===== src/rtl/sysbus_pkg.sv =====
package sysbus_pkg;

    typedef enum logic [1:0] {
        SZ_BYTE = 2'b00,
        SZ_HALF = 2'b01,
        SZ_WORD = 2'b10,
        SZ_RSVD = 2'b11
    } acc_size_e;

    // Values 0..7 equal the ordinary port index.
    typedef enum logic [3:0] {
        DST_BOOT  = 4'd0,
        DST_XRAM  = 4'd1,
        DST_IRAM  = 4'd2,
        DST_IOREG = 4'd3,
        DST_PAL   = 4'd4,
        DST_VID   = 4'd5,
        DST_OBJ   = 4'd6,
        DST_CART  = 4'd7,
        DST_SAVE  = 4'd8,
        DST_DROP  = 4'd9,
        DST_NONE  = 4'd10
    } dest_e;

    localparam int NUM_PORTS = 8;

endpackage


===== src/rtl/page_decoder.sv =====
module page_decoder
    import sysbus_pkg::*;
(
    input  logic [7:0] page,
    input  logic       is_write,
    output dest_e      dest
);
    always_comb begin
        unique case (page) inside
            8'h00:          dest = DST_BOOT;
            8'h02:          dest = DST_XRAM;
            8'h03:          dest = DST_IRAM;
            8'h04:          dest = DST_IOREG;
            8'h05:          dest = DST_PAL;
            8'h06:          dest = DST_VID;
            8'h07:          dest = DST_OBJ;
            [8'h08:8'h0D]:  dest = is_write ? DST_DROP : DST_CART;
            [8'h0E:8'h0F]:  dest = DST_SAVE;
            default:        dest = DST_NONE;
        endcase
    end
endmodule


===== src/rtl/addr_aligner.sv =====
module addr_aligner
    import sysbus_pkg::*;
#(
    parameter int AW = 32
) (
    input  logic [AW-1:0] addr_in,
    input  logic [1:0]    size,
    output logic [AW-1:0] addr_out
);
    always_comb begin
        unique case (size)
            SZ_BYTE: addr_out = addr_in;
            SZ_HALF: addr_out = {addr_in[AW-1:1], 1'b0};
            default: addr_out = {addr_in[AW-1:2], 2'b00};
        endcase
    end
endmodule


===== src/rtl/save_lane.sv =====
module save_lane
    import sysbus_pkg::*;
#(
    parameter int DW = 32
) (
    input  logic [1:0]    size,
    input  logic [1:0]    addr_lo,
    input  logic [DW-1:0] wdata,
    input  logic [7:0]    byte_in,
    output logic [7:0]    byte_out,
    output logic [DW-1:0] rep_data
);
    localparam int LANES = DW / 8;
    localparam int SHW   = 5;

    logic [SHW-1:0]  shamt;
    logic [2*DW-1:0] rot;
    int unsigned     n_lanes;

    always_comb begin
        unique case (size)
            SZ_BYTE: begin shamt = '0;                   n_lanes = 1; end
            SZ_HALF: begin shamt = {1'b0, addr_lo[0], 3'b000}; n_lanes = 2; end
            default: begin shamt = {addr_lo, 3'b000};      n_lanes = LANES; end
        endcase
        rot      = {wdata, wdata} >> shamt;
        byte_out = rot[7:0];
    end

    for (genvar l = 0; l < LANES; l++) begin : g_lane
        assign rep_data[l*8 +: 8] = (l < n_lanes) ? byte_in : 8'h00;
    end
endmodule


===== src/rtl/access_counter.sv =====
module access_counter #(
    parameter int CW = 32
) (
    input  logic          clk,
    input  logic          rst_n,
    input  logic          inc,
    output logic [CW-1:0] count
);
    always_ff @(posedge clk or negedge rst_n) begin
        if (!rst_n)   count <= '0;
        else if (inc) count <= count + 1'b1;
    end

    assert_count_step_R8: assert property (@(posedge clk) disable iff (!rst_n)
        inc |=> count == $past(count) + 1'b1);
    assert_count_hold_R8: assert property (@(posedge clk) disable iff (!rst_n)
        !inc |=> $stable(count));
endmodule


===== src/rtl/sysbus_router.sv =====
module sysbus_router
    import sysbus_pkg::*;
#(
    parameter int AW     = 32,
    parameter int DW     = 32,
    parameter int CNT_W  = 32,
    parameter int DISP_W = 16
) (
    input  logic                    clk,
    input  logic                    rst_n,
    input  logic                    req_valid,
    input  logic                    req_we,
    input  logic [1:0]              req_size,
    input  logic [AW-1:0]           req_addr,
    input  logic [DW-1:0]           req_wdata,
    output logic [DW-1:0]           rsp_rdata,
    output logic                    rsp_err,
    input  logic [DISP_W-1:0]       disp_ctrl,
    output logic [DISP_W-1:0]       vram_ctrl,
    output logic [NUM_PORTS-1:0]    tgt_sel,
    output logic                    tgt_we,
    output logic [1:0]              tgt_size,
    output logic [AW-1:0]           tgt_addr,
    output logic [DW-1:0]           tgt_wdata,
    input  logic [NUM_PORTS*DW-1:0] tgt_rdata,
    output logic                    bk_sel,
    output logic                    bk_we,
    output logic [AW-1:0]           bk_addr,
    output logic [7:0]              bk_wbyte,
    input  logic [7:0]              bk_rdata,
    output logic [CNT_W-1:0]        acc_count
);
    localparam int LANES = DW / 8;

    dest_e         dest;
    logic [DW-1:0] port_rd [NUM_PORTS];
    logic [DW-1:0] sel_raw;
    logic [DW-1:0] save_rep;
    logic          is_read;

    page_decoder u_dec (
        .page     (req_addr[AW-1 -: 8]),
        .is_write (req_we),
        .dest     (dest)
    );

    addr_aligner #(.AW(AW)) u_align (
        .addr_in  (req_addr),
        .size     (req_size),
        .addr_out (tgt_addr)
    );

    save_lane #(.DW(DW)) u_save (
        .size     (req_size),
        .addr_lo  (req_addr[1:0]),
        .wdata    (req_wdata),
        .byte_in  (bk_rdata),
        .byte_out (bk_wbyte),
        .rep_data (save_rep)
    );

    access_counter #(.CW(CNT_W)) u_cnt (
        .clk   (clk),
        .rst_n (rst_n),
        .inc   (req_valid),
        .count (acc_count)
    );

    for (genvar g = 0; g < NUM_PORTS; g++) begin : g_port
        assign port_rd[g] = tgt_rdata[g*DW +: DW];
        assign tgt_sel[g] = req_valid && (dest == dest_e'(g));
    end

    assign is_read   = req_valid && !req_we;
    assign sel_raw   = port_rd[dest[2:0]];
    assign tgt_we    = req_we;
    assign tgt_size  = req_size;
    assign tgt_wdata = req_wdata;
    assign bk_sel    = req_valid && (dest == DST_SAVE);
    assign bk_we     = req_we;
    assign bk_addr   = req_addr;
    assign rsp_err   = req_valid && (dest == DST_NONE);
    assign vram_ctrl = (req_valid && req_we && dest == DST_VID) ? disp_ctrl : '0;

    always_comb begin
        rsp_rdata = '0;
        if (is_read) begin
            unique case (dest)
                DST_SAVE: rsp_rdata = save_rep;
                DST_DROP, DST_NONE: rsp_rdata = '0;
                default: begin
                    unique case (req_size)
                        SZ_BYTE: rsp_rdata = {{(DW-8){1'b0}}, sel_raw[7:0]};
                        SZ_HALF: rsp_rdata = {{(DW-16){1'b0}}, sel_raw[15:0]};
                        default: rsp_rdata = sel_raw;
                    endcase
                end
            endcase
        end
    end

    assert_sel_onehot_R1: assert property (@(posedge clk) disable iff (!rst_n)
        $onehot0({tgt_sel, bk_sel}));
    assert_idle_quiet_R1: assert property (@(posedge clk) disable iff (!rst_n)
        !req_valid |-> (tgt_sel == '0 && !bk_sel && !rsp_err));
    assert_cart_drop_R2: assert property (@(posedge clk) disable iff (!rst_n)
        (req_valid && req_we && req_addr[AW-1 -: 8] inside {[8'h08:8'h0D]})
        |-> (tgt_sel == '0 && !bk_sel && !rsp_err));
    assert_save_rep_R4: assert property (@(posedge clk) disable iff (!rst_n)
        (bk_sel && !req_we && req_size == SZ_WORD) |-> rsp_rdata == {LANES{bk_rdata}});
    assert_unmapped_zero_R7: assert property (@(posedge clk) disable iff (!rst_n)
        rsp_err |-> (rsp_rdata == '0 && tgt_sel == '0 && !bk_sel));
    assert_vram_quiet_R9: assert property (@(posedge clk) disable iff (!rst_n)
        !(req_valid && req_we) |-> vram_ctrl == '0);
endmodule


===== config.mk =====
export PLATFORM = sky130hd
export DESIGN_NAME = sysbus_router
export DESIGN_NICKNAME = d
export VERILOG_FILES = /design/src/rtl/sysbus_pkg.sv /design/src/rtl/page_decoder.sv /design/src/rtl/addr_aligner.sv /design/src/rtl/save_lane.sv /design/src/rtl/access_counter.sv /design/src/rtl/sysbus_router.sv
export SDC_FILE = /design/constraint.sdc
export NUM_CORES = 1
export LEC_CHECK = 0
export ABC_AREA = 1
export BUFFER_PORTS_ARGS = -buffer_cell sky130_fd_sc_hd__buf_4
export CAP_MARGIN = 20
export CORE_AREA = 2 2 211 213
export DETAILED_ROUTE_END_ITERATION = 16
export DIE_AREA = 0 0 213 215
export SETUP_SLACK_MARGIN = 0.1
export SLEW_MARGIN = 10
export SYNTH_ARGS = -nofsm -noshare
export SYNTH_HDL_FRONTEND = slang
export SYNTH_HIERARCHICAL = 1
export SYNTH_SLANG_ARGS = --single-unit

===== constraint.sdc =====
create_clock -name clk -period 4.6 [get_ports clk]
set_input_delay 1.38 -clock clk [delete_from_list [all_inputs] [get_ports clk]]
set_output_delay 1.38 -clock clk [all_outputs]
set_load 0.05 [all_outputs]

==> reports/qor.txt <==
outcome: finished with violations
failing checks: setup timing
total CTS buffers: 5
worst path bufs/invs: 6
Slew Viols, Final: 0
Largest Register: u_cnt/count
first-pass GRT wire length: 54900 µm
EDFF count, synth: 0
routed vias/inst: 4.23
Setup TNS: -1.35 ns
Pwr Total: 0.00184 W
delay-heaviest family, CP: simple AND/OR/NAND/NOR gates
Cells after Synth: 1344
crit path capture type: output pin
Hold Path Origin: u_cnt/count[31]
RSZ-0062 raised after global routing: yes
CP max stage cell: nand3_4
initial antenna violation count: 1
skew final: 0.00687 ns
total number of vias: 10.1k
area grow syn2layout: 92.9%
Die X: 213 µm
register-to-register setup slack: 3.12 ns
total length of routed wires: 39700 µm
H-tree depth: 2
number of clock sinks: 32
number of flip-flops in the largest register: 32
syn_area_per_cell: 5.11 µm²
fmax: 213 MHz
Slew headroom: 72.1%
CTS Root Cell: clkbuf_16
Max Cap Viol: 0
Fin. Hold Viols: 0
Tmin final: 4.69 ns
Clock Path Buffers: 2
initial core utilization: 15.7%
GP Congestion: 0.902
Die Span Y: 215 µm
final-layout fill cell count: 4846
Netlist cell types: 36
GR Util All Layers: 15.5%
ys flop type: dfrtp_1
number of routed nets with antenna violations: 0
Largest regs: u_cnt/count: 32 flops
Post-Syn Nets: 1696
Final Cell Area: 13200 µm²
register area share after synthesis: 11.7%
crit path kind: in2out
Layout Nets: 2142
# port buffers: 481
GRT overflow: 0
cell total after placement: 2320
most frequent CP cell: nand2_1
fraction of registers with async set/reset: 100%
WP data required: 3.22 ns
class of the worst hold path: reg2reg
Synth area leader: nand2_1
Synth Register Bits: 32
core area: 43600 µm²
Initial DRC Count: 520
CP Max Fanout: 8
TritonCTS clock tree: done
count leader, synth: nand2_1
most common library cells after synthesis: 586 x nand2_1, 161 x nor2_1, 131 x nand3_1, 119 x inv_1, 107 x buf_4
synth top area cells: nand2_1 32%, buf_4 12%, dfrtp_1 12%
Clock transition at path regs: 0.05 ns
pin count of the biggest net entering global routing: 40
Post-Syn Area: 6860 µm²
post-DP HPWL: 30700 µm
Rows: 77
Leakage: 6.94 nW
die area: 45800 µm²
iteration count of the initial detailed-routing pass: 8
share of layout cells above drive strength 1: 48.5%
slowest stage delay, CP: 0.20 ns
Final Setup Violations: 41
clock latency on the worst-skew pair: 0.28 ns
final worst slack: -0.0878 ns
synth warn: 6
VDD IR max: 0.349 mV
Worst Hold End: u_cnt/count[31]
hold-fix buffers at CTS: 0
R2R Path Start: u_cnt/count[0]
CP arrival: 3.31 ns
drt wl/cell: 16.6 µm
area of placed instances: 11100 µm²
pre-CTS setup slack: -0.351 ns
final worst-path cycle share: 102%
Reg2Reg Capture Point: u_cnt/count[18]
Worst setup SP type: input pin
crit-path cells: buf_8 -> clkinv_4 -> nand2_4 -> nor2_4 -> nand3_2 -> nand3_4 -> buf_12 -> buf_12 -> clkbuf_16 -> nand2_1 -> nand2_1 -> nand2_1 -> nand3_1 -> nand3_1 -> a21oi_2 -> buf_6
worst r2r path cells: 8
hold path cells: 2
number of global-route vias before repair: 9561
Worst-Margin Slew: 0.418 ns
non-filler instance count after layout: 2384
IO Count: 548
Synth top area share: 32.1%
DRC: 0
pwr dens: 139 nW/µm²
-- placed cells by master, fill, tap and decap left out, types with 7 or more instances in the layout --
cell | Yosys | final
nor2_2 | 11 | 23
inv_2 | 6 | 7
dfrtp_1 | 32 | 32
o211ai_1 | 8 | 8
xor2_1 | 11 | 11
nor2_1 | 161 | 122
nand3_1 | 131 | 80
buf_8 | 2 | 22
nand2_2 | 16 | 64
a21oi_4 | 1 | 8
nor2_4 | 6 | 33
a21oi_2 | 0 | 26
nand2_4 | 2 | 13
nand3_2 | 2 | 48
buf_6 | 8 | 70
buf_12 | 0 | 22
clkbuf_16 | 0 | 15
buf_4 | 107 | 478
nand2_1 | 586 | 525
nand4_1 | 7 | 7
inv_1 | 119 | 108
a21oi_1 | 41 | 8
-- stage by stage --
step / util, % / hold WS (ns)
after floorplan: - / 0.761
after global placement: 25.3 / 0.489
after detailed placement: 25.3 / 0.496
after CTS: 27.2 / 0.507
after global routing: 30.3 / 0.552
final: 30.3 / 0.497
-- cells by family after synthesis --
logic type      count (synthesis)  share of synthesized area, %
fa+ha+maj                       2                         0.365
xor+xnor                       17                          2.17
compound gates                 54                          4.45
flops                          32                          11.7
simple gates                  942                          57.5
buf+inv                       297                          23.8
-- tightest hold or removal path, stage by stage (launching register included) --
cell	delay (ns)
dfrtp_1	0.36
nand2_1	0.06
nand2_1	0.05
-- metal layers --
layer  global-route usage, %  wire length, µm  up-vias
met5                       0                0        -
met4                    2.38              401        0
met3                    3.21             3130       29
met2                    28.0            20300      465
met1                    19.0            15800     4713
li1                        -                -     4886
-- report_power, final --
group | internal (W) | switching, W | leakage, nW | total [W]
Sequential | 0.000311 | 0.0000457 | 0.433 | 0.000357
Clock | 0.000213 | 0.000114 | 0.0766 | 0.000327
Combinational | 0.000477 | 0.000675 | 6.43 | 0.00115
-- layout make-up --
| class | count | area (µm²) | area share [%] |
|---|---|---|---|
| diodes | 1 | 2.50 | 0.0189 |
| well taps | 592 | 741 | 5.60 |
| multi-input cells | 1015 | 5430 | 41.0 |
| repair buffers | 607 | 5550 | 41.9 |
| clock buffers | 6 | 139 | 1.05 |
| inverters | 129 | 564 | 4.26 |
| clock inverters | 2 | 10.0 | 0.0756 |
| flip-flops and latches | 32 | 801 | 6.05 |
-- worst max path at each step --
stage / from / endpoint / depth (start not counted)
final: req_addr[29] / rsp_rdata[16] / 16
after floorplan: req_addr[28] / vram_ctrl[11] / 13
after global routing: req_addr[29] / rsp_rdata[16] / 16
after CTS: req_addr[31] / rsp_rdata[6] / 19
after detailed placement: req_addr[28] / rsp_rdata[31] / 11
after global placement: req_addr[25] / rsp_rdata[9] / 15
-- what timing repair did --
action,in CTS,in global routing
setup buffers,17,25
pin swaps,26,75
setup endpoints to repair,53,57
resized for setup,113,233
gates cloned,5,12
Note: power is estimated with default switching activity, not from simulation.
